## config.mk

```make
export PLATFORM = sky130hd
export DESIGN_NAME = offset_serial_loader
export DESIGN_NICKNAME = d
export VERILOG_FILES = /design/src/rtl/offset_ldr_pkg.sv /design/src/rtl/offset_ldr_ctrl.sv /design/src/rtl/offset_ldr_datapath.sv /design/src/rtl/offset_serial_loader.sv
export SDC_FILE = /design/constraint.sdc
export NUM_CORES = 1
export LEC_CHECK = 0
export ABC_AREA = 1
export BUFFER_PORTS_ARGS = -buffer_cell sky130_fd_sc_hd__buf_2
export CAP_MARGIN = 25
export CORE_UTILIZATION = 30
export CTS_CLUSTER_SIZE = 40
export DETAILED_ROUTE_END_ITERATION = 10
export PLACE_DENSITY = 0.55
export SLEW_MARGIN = 25
export SYNTH_ARGS = -nofsm -noshare
export SYNTH_HDL_FRONTEND = slang
export SYNTH_SLANG_ARGS = --single-unit
```

## constraint.sdc

```tcl
create_clock -name clk -period 1.8 [get_ports clk]
set_clock_uncertainty 0.2 [all_clocks]
set_input_delay 0.09 -clock clk [delete_from_list [all_inputs] [get_ports clk]]
set_output_delay 0.09 -clock clk [all_outputs]
set_load 0.01 [all_outputs]
```

## src/rtl/offset_ldr_pkg.sv

```systemverilog
package offset_ldr_pkg;
  typedef struct packed {
    logic clearAll;  // master reset: load defaults
    logic shiftEn;   // write one serial bit at the current position
  } ldrStrobes_t;
endpackage

```

## src/rtl/offset_ldr_ctrl.sv

```systemverilog
module offset_ldr_ctrl
  import offset_ldr_pkg::*;
#(
  parameter int W = 8
) (
  input  logic                         clk,
  input  logic                         mrstN,
  input  logic                         sharedIn,
  input  logic                         serialSel,
  input  logic                         serEnN,
  input  logic                         loadN,
  output ldrStrobes_t                  strobes,
  output logic [$clog2(2*W)-1:0]       bitIdx,
  output logic                         fallThrough,
  output logic                         loadDone
);
  localparam int TOTAL = 2 * W;
  localparam int IDX_W = $clog2(TOTAL);
  localparam logic [IDX_W-1:0] LAST = IDX_W'(TOTAL - 1);

  logic serialMode;
  logic lastBit;

  assign strobes.clearAll = !mrstN;
  assign strobes.shiftEn  = mrstN && serialMode && !serEnN && !loadN;
  assign lastBit          = (bitIdx == LAST);

  always_ff @(posedge clk) begin
    if (!mrstN) begin
      serialMode  <= serialSel;
      fallThrough <= sharedIn;
      bitIdx      <= '0;
      loadDone    <= 1'b0;
    end else begin
      loadDone <= strobes.shiftEn && lastBit;
      if (strobes.shiftEn) begin
        bitIdx <= lastBit ? '0 : bitIdx + 1'b1;
      end
    end
  end

  AST_IDX_WRAP: assert property (@(posedge clk) disable iff (!mrstN)
    (strobes.shiftEn && lastBit) |=> (bitIdx == '0));
  AST_DONE_SINGLE: assert property (@(posedge clk) disable iff (!mrstN)
    loadDone |=> !loadDone);
  AST_NO_SERIAL_FROZEN: assert property (@(posedge clk) disable iff (!mrstN)
    !serialMode |=> $stable(bitIdx));
  AST_STRAP_HELD: assert property (@(posedge clk) disable iff (!mrstN)
    mrstN |=> ($stable(serialMode) && $stable(fallThrough)));
  AST_IDX_IDLE: assert property (@(posedge clk) disable iff (!mrstN)
    (serEnN || loadN) |=> $stable(bitIdx));
endmodule

```

## src/rtl/offset_ldr_datapath.sv

```systemverilog
module offset_ldr_datapath
  import offset_ldr_pkg::*;
#(
  parameter int          W          = 8,
  parameter logic [W-1:0] AE_DEFAULT = '0,
  parameter logic [W-1:0] AF_DEFAULT = '0
) (
  input  logic                   clk,
  input  ldrStrobes_t            strobes,
  input  logic [$clog2(2*W)-1:0] bitIdx,
  input  logic                   serIn,
  output logic [W-1:0]           aeOffset,
  output logic [W-1:0]           afOffset
);
  // Almost-empty in the low half so the bit index follows the load order.
  logic [2*W-1:0] pairReg;

  always_ff @(posedge clk) begin
    if (strobes.clearAll) begin
      pairReg <= {AF_DEFAULT, AE_DEFAULT};
    end else if (strobes.shiftEn) begin
      pairReg[bitIdx] <= serIn;
    end
  end

  assign aeOffset = pairReg[W-1:0];
  assign afOffset = pairReg[2*W-1:W];

  AST_ONE_BIT: assert property (@(posedge clk) disable iff (strobes.clearAll)
    strobes.shiftEn |=> ($countones(pairReg ^ $past(pairReg)) <= 1));
  AST_HOLD_IDLE: assert property (@(posedge clk) disable iff (strobes.clearAll)
    !strobes.shiftEn |=> $stable(pairReg));
endmodule

```

## src/rtl/offset_serial_loader.sv

```systemverilog
module offset_serial_loader
  import offset_ldr_pkg::*;
#(
  parameter int           W          = 8,
  parameter logic [W-1:0] AE_DEFAULT = W'(7),
  parameter logic [W-1:0] AF_DEFAULT = W'(7)
) (
  input  logic         clk,
  input  logic         mrstN,
  input  logic         sharedIn,
  input  logic         serialSel,
  input  logic         serEnN,
  input  logic         loadN,
  output logic [W-1:0] aeOffset,
  output logic [W-1:0] afOffset,
  output logic         fallThrough,
  output logic         loadDone
);
  localparam int IDX_W = $clog2(2 * W);

  ldrStrobes_t      strobes;
  logic [IDX_W-1:0] bitIdx;

  offset_ldr_ctrl #(.W(W)) u_ctrl (
    .clk(clk), .mrstN(mrstN), .sharedIn(sharedIn), .serialSel(serialSel),
    .serEnN(serEnN), .loadN(loadN), .strobes(strobes), .bitIdx(bitIdx),
    .fallThrough(fallThrough), .loadDone(loadDone)
  );

  offset_ldr_datapath #(.W(W), .AE_DEFAULT(AE_DEFAULT), .AF_DEFAULT(AF_DEFAULT)) u_dp (
    .clk(clk), .strobes(strobes), .bitIdx(bitIdx), .serIn(sharedIn),
    .aeOffset(aeOffset), .afOffset(afOffset)
  );

  AST_RESET_DEFAULTS: assert property (@(posedge clk)
    !mrstN |=> (aeOffset == AE_DEFAULT && afOffset == AF_DEFAULT && !loadDone));
endmodule

```

==> flow_metrics.py <==
metrics = {
    "synth": {
        "yosysTopAreaCellShare": 0.379,
        "avgSynthCellArea_um2": 7.11,
        "ys_seq_area_frac": 0.433,
        "synthSimpleGateAreaFrac": 0.395,
        "synth_warnings": 0,
        "syn-cell-area_mm2": 0.00111,
        "synth_xor_area_frac": 0,
        "synth_cells": 156,
        "synth-compound-area-share": 0.0440,
        "syn-num-nets": 166,
        "synth_top_cell_by_area": "dfxtp_1",
        "yosys-mux-area-fraction": 0,
        "synth_top_family_by_area": "simple AND/OR/NAND/NOR gates",
        "synthAdderAreaFrac": 0.0451,
        "ys_types": 17,
        "ys_top_cells_by_area": "dfxtp_1, nand2_1, nand3_1, nor2_1, edfxtp_1",
        "ys_ff_latch": 23,
    },
    "floorplanning": {
        "die_area_mm2": 0.00395,
        "io_pins": 24,
        "rows": 21,
        "dieWidth_um": 62.8,
        "core_mm2": 0.00344,
        "die_h_um": 62.8,
        "start_util": 0.322,
    },
    "sta": {
        "finalCritPeriodShare": 0.799,
        "rsz0062_at_grt": "no",
        "worst_pin_slew_ns": 0.254,
        "max_freq_mhz": 695,
        "setup_viol": 0,
        "finalHoldViolCount": 0,
        "layout_setup_ws_ns": 0.362,
        "slew_headroom": 0.830,
        "maxSlewViolCount": 0,
        "fin_crit_ns": 1.44,
        "tns_ns": 0,
    },
    "detailed_routing": {
        "via_per_inst": 4.45,
        "drc": 0,
        "detail-route-antenna-nets": 0,
        "drt-total-wl_mm": 2.33,
        "num_vias": 1020,
        "wl_per_cell_um": 10.2,
        "drt_iter0_drc": 27,
        "first_pass_iters": 4,
    },
    "run_status": {
        "status": "completed",
    },
    "clock_network": {
        "ctsHoldBuffers": 2,
        "clock_sinks": 23,
        "postCtsSetupBuffers": 0,
        "cts.repair.resized": 0,
        "root_buffer": "clkbuf_8",
        "cts_buffer_depth": 2,
        "htree_num_levels": 1,
        "clk_latency_ns": 0.26,
        "path_clk_slew_ns": 0.08,
        "cts_tree": "yes",
        "cts_buffers": 3,
    },
    "placed_design": {
        "place.gp.congestion": 0.783,
        "placed_area_mm2": 0.00126,
        "io_buffers": 23,
        "pre_cts_slack_ns": 0.385,
        "place_hpwl_mm": 1.71,
    },
    "power": {
        "total_leakage_power_nw": 0.591,
        "p_total_mw": 0.905,
        "powerDensity_mw_per_mm2": 682,
        "irDropWorstVdd_mv": 0.221,
    },
    "grt": {
        "grt_pass1_vias": 969,
        "grt-ovfl-total": 0,
        "grt_start_max_net_pins": 21,
        "antenna_found_initial": 0,
        "grtUsageTotal": 0.134,
        "grt_pass1_wl_mm": 4.22,
    },
    "critical_path": {
        "regToRegEndpoint": "u_ctrl.bitIdx[0]",
        "crit_arrival_ns": 1.41,
        "reg2reg_slack_ns": 0.36,
        "timing.rr.start": "u_ctrl.bitIdx[1]",
        "worst-r2r-cell-count": 6,
        "critPathCaptureType": "flip-flop",
        "required_ns": 1.77,
        "critPathMaxFanout": 5,
        "startpoint_type": "flip-flop",
        "crit_type": "reg2reg",
    },
    "cells_and_area": {
        "nets": 194,
        "syn2layout_area_growth_pct": 19.5,
        "nFillCells": 370,
        "multiInputGateArea_um2": 537,
        "utilization": 0.385,
        "final_common_cell": "nand2_1",
        "drive_gt1_frac": 0.186,
        "seq_area_um2": 480,
        "fin_area_mm2": 0.00133,
        "mostFrequentLayoutCells": "nand2_1, nor2_1, nand3_1, buf_2, dfxtp_1",
        "n_antenna_cell": 0,
    },
    "worst_hold_path": {
        "hold_start": "mrstN",
        "holdPathStages": 3,
        "hold_end": "u_dp.pairReg[8]",
        "hold_class": "in2reg",
    },
    "job": {
        "max_cap_violations": 0,
    },
}
[layer usage]
metal | share of wire | vias to the layer above | track usage | routed length, µm
met5 | 0 | - | 0 | 0
met2 | 0.43 | 18 | 0.212 | 1010
met4 | 0.013 | 0 | 0.0698 | 31
met1 | 0.53 | 450 | 0.178 | 1230
met3 | 0.025 | 3 | 0.0164 | 58
li1 | - | 549 | - | -
[critical path, cell delays in order, from the launching register on]
cell and delay (ns):
dfxtp_1 0.42, ha_1 0.23, inv_1 0.09, nor2_1 0.11, nand2_1 0.11, nand2_1 0.12
nor2_1 0.05
[cell usage after synthesis]
library cell / number
a21oi_1: 6
a21oi_2: 1
buf_2: 2
buf_6: 3
dfxtp_1: 21
edfxtp_1: 2
ha_1: 4
inv_1: 11
inv_2: 2
nand2_1: 41
nand3_1: 24
nand3_2: 1
nand3b_1: 3
nor2_1: 32
nor2_4: 1
o21ai_0: 1
o21ai_1: 1
[cell type report]
| cell class | instances | area share |
|---|---|---|
| well taps | 46 | 0.0434 |
| inverters | 13 | 0.0368 |
| flip-flops and latches | 23 | 0.362 |
| clock buffers | 4 | 0.0340 |
| multi-input cells | 115 | 0.405 |
| repair buffers | 28 | 0.119 |
[per-stage QoR]
step,hold slack [ns],instances
after global routing,0.0622,229
after CTS,0.0545,229
after floorplan,-0.0111,156
after global placement,0.0722,223
final,0.0584,229
after detailed placement,0.0774,223
[report_power, final]
group | internal, mW | total, mW | switching (mW)
Combinational | 0.0208 | 0.0612 | 0.0404
Clock | 0.158 | 0.319 | 0.161
Sequential | 0.521 | 0.524 | 0.00298
Total | 0.700 | 0.905 | 0.204
[how the worst max path moves through the flow]
stage	slack (ns)	endpoint	depth (start not counted)	start
finish	0.36	u_ctrl.bitIdx[0]	6	u_ctrl.bitIdx[1]
global route	0.25	u_dp.pairReg[0]	6	u_ctrl.serialMode
CTS	0.37	u_dp.pairReg[1]	6	u_ctrl.serialMode
detailed placement	0.39	u_dp.pairReg[1]	6	u_ctrl.serialMode
global placement	0.38	u_dp.pairReg[1]	6	u_ctrl.serialMode
floorplan	0.53	u_dp.pairReg[6]	6	u_ctrl.bitIdx[0]
[registers in the layout, indices dropped and copies added, names as in the netlist]
name,flops
u_ctrl.bitIdx,4
u_ctrl.fallThrough,1
u_ctrl.loadDone,1
u_ctrl.serialMode,1
u_dp.pairReg,16
[logic make-up (layout without fill, tap and decap cells)]
family	count (synthesis)	count (layout)
fa+ha+maj	4	4
flops	23	23
simple gates	102	102
buf+inv	18	45
compound gates	9	9
(Power assumes the default switching activity.)
